$ cat src/rtl/baud_search_pkg.sv
package baud_search_pkg;

    typedef enum logic [1:0] {
        ST_IDLE  = 2'd0,
        ST_FLOOR = 2'd1,
        ST_LOW   = 2'd2,
        ST_HIGH  = 2'd3
    } search_st_e;

endpackage

$ cat src/rtl/baud_div_restoring.sv
module baud_div_restoring #(
    parameter int W = 32
) (
    input  logic         clk,
    input  logic         rst_n,
    input  logic         go,
    input  logic [W-1:0] dividend,
    input  logic [W-1:0] divisor_in,
    output logic         done,
    output logic [W-1:0] quotient
);
    localparam int CW = $clog2(W + 1);

    typedef struct packed {
        logic [CW-1:0] cnt;
        logic [W-1:0]  rem;
        logic [W-1:0]  quo;
        logic [W-1:0]  dvs;
        logic          run;
        logic          done;
    } div_s;

    div_s st_d, st_q;
    logic [W:0] shifted;
    logic [W:0] trial;

    always_comb begin
        st_d      = st_q;
        st_d.done = 1'b0;
        shifted   = {st_q.rem, st_q.quo[W-1]};
        trial     = shifted - {1'b0, st_q.dvs};
        if (go) begin
            st_d.rem = '0;
            st_d.quo = dividend;
            st_d.dvs = divisor_in;
            st_d.cnt = CW'(W);
            st_d.run = 1'b1;
        end else if (st_q.run) begin
            if (shifted >= {1'b0, st_q.dvs}) begin
                st_d.rem = trial[W-1:0];
                st_d.quo = {st_q.quo[W-2:0], 1'b1};
            end else begin
                st_d.rem = shifted[W-1:0];
                st_d.quo = {st_q.quo[W-2:0], 1'b0};
            end
            st_d.cnt = st_q.cnt - 1'b1;
            if (st_q.cnt == CW'(1)) begin
                st_d.run  = 1'b0;
                st_d.done = 1'b1;
            end
        end
    end

    always_ff @(posedge clk or negedge rst_n) begin
        if (!rst_n) st_q <= '0;
        else        st_q <= st_d;
    end

    assign done     = st_q.done;
    assign quotient = st_q.quo;

endmodule

$ cat src/rtl/baud_word_pack.sv
module baud_word_pack #(
    parameter int RW      = 6,
    parameter int SBR_W   = 13,
    parameter int EDGE_LO = 4,
    parameter int EDGE_HI = 7
) (
    input  logic [RW-1:0]    ratio,
    input  logic [SBR_W-1:0] sbr,
    output logic [31:0]      word
);
    localparam int OSR_LSB  = 24;
    localparam int OSR_BITS = 5;
    localparam int EDGE_BIT = 17;

    logic [RW-1:0] ratio_m1;

    always_comb begin
        ratio_m1 = ratio - 1'b1;
        word     = '0;
        if (ratio != '0) begin
            word[SBR_W-1:0]                   = sbr;
            word[OSR_LSB +: OSR_BITS]         = ratio_m1[OSR_BITS-1:0];
            word[EDGE_BIT]                    = (ratio >= RW'(EDGE_LO)) && (ratio <= RW'(EDGE_HI));
        end
    end

endmodule

$ cat src/rtl/baud_search_engine.sv
module baud_search_engine #(
    parameter int W      = 32,
    parameter int RW     = 6,
    parameter int SBR_W  = 13,
    parameter int OSR_LO = 4,
    parameter int OSR_HI = 32
) (
    input  logic             clk,
    input  logic             rst_n,
    input  logic             start,
    input  logic [W-1:0]     ref_hz,
    input  logic [W-1:0]     target_baud,
    output logic             busy,
    output logic             done,
    output logic             zero_baud,
    output logic [RW-1:0]    osr_ratio,
    output logic [SBR_W-1:0] divisor,
    output logic [W-1:0]     rate_error,
    output logic [31:0]      baud_word
);
    import baud_search_pkg::*;

    localparam logic [W-1:0] SBR_MAX = W'((1 << SBR_W) - 1);

    typedef struct packed {
        search_st_e       st;
        logic [W-1:0]     clk_v;
        logic [W-1:0]     baud_v;
        logic [RW-1:0]    ratio;
        logic [W-1:0]     sbr;
        logic [W-1:0]     diff_lo;
        logic [W-1:0]     best_diff;
        logic [RW-1:0]    best_ratio;
        logic [W-1:0]     best_sbr;
        logic [W-1:0]     dvs;
        logic             go;
        logic             done;
        logic             zerr;
        logic [RW-1:0]    out_ratio;
        logic [SBR_W-1:0] out_sbr;
        logic [W-1:0]     out_diff;
    } eng_s;

    eng_s r_d, r_q;

    logic         div_done;
    logic [W-1:0] div_quo;

    logic [W-1:0]  q_floor;
    logic [W-1:0]  diff_hi;
    logic [W-1:0]  cand_diff;
    logic [W-1:0]  cand_sbr;
    logic [W-1:0]  nb_diff;
    logic [RW-1:0] nb_ratio;
    logic [W-1:0]  nb_sbr;
    logic [RW-1:0] ratio_nx;

    always_comb begin
        r_d       = r_q;
        r_d.go    = 1'b0;
        r_d.done  = 1'b0;
        q_floor   = (div_quo == '0) ? W'(1) : div_quo;
        diff_hi   = r_q.baud_v - div_quo;
        cand_diff = r_q.diff_lo;
        cand_sbr  = r_q.sbr;
        if (r_q.diff_lo > diff_hi) begin
            cand_diff = diff_hi;
            cand_sbr  = r_q.sbr + 1'b1;
        end
        nb_diff  = r_q.best_diff;
        nb_ratio = r_q.best_ratio;
        nb_sbr   = r_q.best_sbr;
        if (cand_diff <= r_q.best_diff) begin
            nb_diff  = cand_diff;
            nb_ratio = r_q.ratio;
            nb_sbr   = cand_sbr;
        end
        ratio_nx = r_q.ratio + 1'b1;

        unique case (r_q.st)
            ST_IDLE: begin
                if (start) begin
                    if (target_baud == '0) begin
                        r_d.done      = 1'b1;
                        r_d.zerr      = 1'b1;
                        r_d.out_ratio = '0;
                        r_d.out_sbr   = '0;
                        r_d.out_diff  = '0;
                    end else begin
                        r_d.zerr       = 1'b0;
                        r_d.clk_v      = ref_hz;
                        r_d.baud_v     = target_baud;
                        r_d.ratio      = RW'(OSR_LO);
                        r_d.best_diff  = target_baud;
                        r_d.best_ratio = '0;
                        r_d.best_sbr   = '0;
                        r_d.dvs        = target_baud * W'(OSR_LO);
                        r_d.go         = 1'b1;
                        r_d.st         = ST_FLOOR;
                    end
                end
            end
            ST_FLOOR: begin
                if (div_done) begin
                    r_d.sbr = q_floor;
                    r_d.dvs = W'(r_q.ratio) * q_floor;
                    r_d.go  = 1'b1;
                    r_d.st  = ST_LOW;
                end
            end
            ST_LOW: begin
                if (div_done) begin
                    r_d.diff_lo = div_quo - r_q.baud_v;
                    r_d.dvs     = W'(r_q.ratio) * (r_q.sbr + 1'b1);
                    r_d.go      = 1'b1;
                    r_d.st      = ST_HIGH;
                end
            end
            ST_HIGH: begin
                if (div_done) begin
                    r_d.best_diff  = nb_diff;
                    r_d.best_ratio = nb_ratio;
                    r_d.best_sbr   = nb_sbr;
                    if (r_q.ratio == RW'(OSR_HI)) begin
                        r_d.done      = 1'b1;
                        r_d.out_ratio = nb_ratio;
                        r_d.out_sbr   = (nb_sbr > SBR_MAX) ? SBR_MAX[SBR_W-1:0] : nb_sbr[SBR_W-1:0];
                        r_d.out_diff  = nb_diff;
                        r_d.st        = ST_IDLE;
                    end else begin
                        r_d.ratio = ratio_nx;
                        r_d.dvs   = r_q.baud_v * W'(ratio_nx);
                        r_d.go    = 1'b1;
                        r_d.st    = ST_FLOOR;
                    end
                end
            end
            default: r_d.st = ST_IDLE;
        endcase
    end

    always_ff @(posedge clk or negedge rst_n) begin
        if (!rst_n) begin
            r_q    <= '0;
            r_q.st <= ST_IDLE;
        end else begin
            r_q <= r_d;
        end
    end

    baud_div_restoring #(.W(W)) u_div (
        .clk       (clk),
        .rst_n     (rst_n),
        .go        (r_q.go),
        .dividend  (r_q.clk_v),
        .divisor_in(r_q.dvs),
        .done      (div_done),
        .quotient  (div_quo)
    );

    baud_word_pack #(.RW(RW), .SBR_W(SBR_W), .EDGE_LO(4), .EDGE_HI(7)) u_pack (
        .ratio(r_q.out_ratio),
        .sbr  (r_q.out_sbr),
        .word (baud_word)
    );

    assign busy       = (r_q.st != ST_IDLE);
    assign done       = r_q.done;
    assign zero_baud  = r_q.zerr;
    assign osr_ratio  = r_q.out_ratio;
    assign divisor    = r_q.out_sbr;
    assign rate_error = r_q.out_diff;

endmodule

$ cat config.mk
export PLATFORM = sky130hd
export DESIGN_NAME = baud_search_engine
export DESIGN_NICKNAME = d
export VERILOG_FILES = /design/src/rtl/baud_search_pkg.sv /design/src/rtl/baud_div_restoring.sv /design/src/rtl/baud_word_pack.sv /design/src/rtl/baud_search_engine.sv
export SDC_FILE = /design/constraint.sdc
export NUM_CORES = 2
export LEC_CHECK = 0
export BUFFER_PORTS_ARGS = -buffer_cell sky130_fd_sc_hd__buf_2
export CAP_MARGIN = 10
export CELL_PAD_IN_SITES_DETAIL_PLACEMENT = 0
export CELL_PAD_IN_SITES_GLOBAL_PLACEMENT = 2
export CORE_MARGIN = 4
export CORE_UTILIZATION = 43
export CTS_CLUSTER_SIZE = 40
export DETAILED_ROUTE_END_ITERATION = 10
export GPL_TIMING_DRIVEN = 1
export PLACE_DENSITY_LB_ADDON = 0.1
export SYNTH_ARGS = -nofsm -noshare
export SYNTH_HDL_FRONTEND = slang
export SYNTH_SLANG_ARGS = --single-unit
$ cat constraint.sdc
create_clock -name clk -period 17.45 [get_ports clk]
set_input_delay 1.745 -clock clk [delete_from_list [all_inputs] [get_ports clk]]
set_output_delay 1.745 -clock clk [all_outputs]
set_load 0.01 [all_outputs]
==> metrics <==
global route overflow 0; most frequent cells in the layout 1002 x nand2_1, 457 x inv_1, 404 x o21ai_0; DR WL/cell 24.3 um; DRC Markers 0; CTS resizes 0; 1st-iter DRT viols 3385; crit start category flip-flop; share of the yosys chip area belonging to registers 0.248; crit path time final 10.39 ns; final WL 147000 um; Yosys cell types 88; GRT Total Usage 0.299; final hold vios 0; R2R setup slack 7.06 ns; largest cells by area after synthesis dfrtp_1 25%, fa_1 17%, nand2_1 9.4%; Post-synth EDFFs 0; count of final max-slew check failures 0; syn_area_per_cell 8.25 sq um; Row Count 111; Final nets 5444; H-tree levels 2; Final Cell Area 43200 sq um; via count of the first global-routing pass 33400; Critical Path Max Stage Delay 0.62 ns; Routed Antenna Nets 0; Hold Path Stages 2; # IOs 153; fin crit share 0.595; crit end category flip-flop; die width 313 um; dpl cells 5967; worst ir drop on vdd 0.117 mV; GP Congestion 0.946; Critical Path Source r_q[226]; final setup fails 0; drt pass-1 iters 8; setup tns final 0 ns; total CTS buffers 51; first-pass GRT wire length 221000 um; Fillers 9219; Tot Pwr 0.00923 W; worst endpoint required time 17.95 ns; Clock Path Buffers 3; largest net degree at the start of global routing 96; synthesized instance count 4842; Layout Cells excl Fill 6062; dpl hpwl 115000 um; Slew HR 0.206; Vias 34300; most common cell after layout, fill and taps aside nand2_1; status finished, final reports clean; Reg clk slew, reported paths 0.06 ns; share of cells above drive strength 1 0.0749; reg-to-reg endpoint divisor[0]; initial antenna violation count 8; Synth async-reset ratio 1.00; Core Box Area 91900 sq um; main flop type after synthesis dfrtp_1; max frequency 96.3 MHz; share of the synthesized area in the top cell type 0.248; later-pin clock latency in the skew report 0.63 ns; CTS Hold Buffers Added 0; CP arrival 10.89 ns; hold path startpoint r_q[259]; CTS root buf clkbuf_16; maximum fanout along the worst path 78; CP max stage cell a311oi_1; Hold Path Sink r_q[259]; worst min path class flip-flop to flip-flop; final clock skew 0.0352 ns; FF+latch count, synth 396; R2R Path Start r_q[226]; clock sinks 396; r2r worst-path depth 33; Die ar. 97800 sq um; PD cells 214 nW/um^2; max-cap viol count 0; Synth area leader dfrtp_1; Slew @ Worst Pin 1.18 ns; synthesized cell area 39900 sq um; Synth warnings 0; die extent in y 313 um; mean number of vias per cell 5.66; area delta synth->final 8.09%; CP Class flip-flop to flip-flop; Setup Buffers After CTS 0; Placed Area 41300 sq um; starting density of the core 0.434; RSZ-0062 raised after global routing no; PortBufs 139; Leak 20.0 nW; CTS tree built
==> critical path, delay by kind of cell (launching register included) <==
kind,cells,cell delay (ns)
simple gates,12,3.65
compound gates,10,2.82
buf+inv,5,1.38
fa+ha+maj,4,1.34
flops,1,0.45
mux,1,0.31
xor+xnor,1,0.26
==> stage by stage <==
step / hold slack, ns / setup slack (ns) / util
2_1_floorplan: 0.439 / 9.38 / -
3_3_place_gp: 0.458 / 7.23 / 0.449
3_5_place_dp: 0.462 / 7.06 / 0.449
4_1_cts: 0.476 / 7.03 / 0.469
5_1_grt: 0.490 / 6.31 / 0.469
6_report: 0.473 / 7.06 / 0.469
==> Yosys cell counts, types with 15 or more instances <==
master    instances
o21ai_0         404
nor2b_1          16
nor4_1           32
a31oi_1          30
a21oi_1         257
nor3_1           42
a22oi_1          25
xor2_1          101
nand3_1          56
buf_2            20
mux2i_1          68
o211ai_1         21
and3_1           22
nand2b_1         42
a21o_1           80
or3_1            15
clkbuf_1        230
o21bai_1         17
buf_4            64
nand4_1          40
o31ai_1          24
ha_1            270
xnor2_1         136
fa_1            330
inv_1           457
dfrtp_1         396
nor2_1          240
a211oi_1         56
o22ai_1          21
buf_1            19
and2_1           65
nand2_1        1004
o21a_1           32
==> kinds of logic (layout without fill, tap and decap cells) <==
logic type | after synthesis | count (layout) | share of synthesized area
AO/OA/AOI/OAI | 1105 | 1105 | 0.170
XOR/XNOR | 239 | 239 | 0.0530
adder cells (fa/ha/maj) | 600 | 600 | 0.250
buffers and inverters | 794 | 757 | 0.0817
flip-flops | 396 | 396 | 0.248
multiplexers | 73 | 73 | 0.0185
other | 1 | 15 | 0.0000939
AND/OR/NAND/NOR | 1634 | 1634 | 0.178
==> how the worst max path moves through the flow <==
stage | end | cells after the start | slack, ns
after global routing | divisor[12] | 33 | 6.31
after floorplan | r_q[126] | 35 | 9.38
after detailed placement | divisor[0] | 31 | 7.06
final | divisor[0] | 33 | 7.06
after CTS | divisor[0] | 31 | 7.03
after global placement | divisor[0] | 33 | 7.23
==> registers in the layout, indices dropped and copies added, names as in the netlist <==
register	count
u_div.shifted	32
rate_error	32
u_div.quotient	32
zero_baud	1
done	1
r_q	239
u_div.done	1
u_div.st_q	39
divisor	13
osr_ratio	6
==> per-layer routing <==
metal,global-route usage,vias up,part of all wire
met1,0.448,17000,0.47
li1,-,15900,-
met5,0,-,0
met2,0.440,1150,0.42
met4,0.0941,0,0.037
met3,0.0501,180,0.071
==> area by class of cell <==
class | count | area (sq um) | area share
clock buffer | 71 | 1490 | 0.0346
sequential | 396 | 9920 | 0.230
timing repair buffer | 204 | 1190 | 0.0277
tap | 1243 | 1560 | 0.0360
inverter | 460 | 1730 | 0.0400
antenna | 2 | 5.00 | 0.000116
multi-input combinational | 3664 | 26900 | 0.623
clock inverter | 22 | 365 | 0.00847
==> where the power goes <==
| part | internal (W) | leakage, nW | switching [W] |
|---|---|---|---|
| registers | 0.00126 | 5.19 | 0.000527 |
| logic | 0.00230 | 13.9 | 0.00397 |
| clock network | 0.000718 | 0.906 | 0.000457 |
| total | 0.00428 | 20.0 | 0.00495 |
Power figures use the tool's default switching activity.
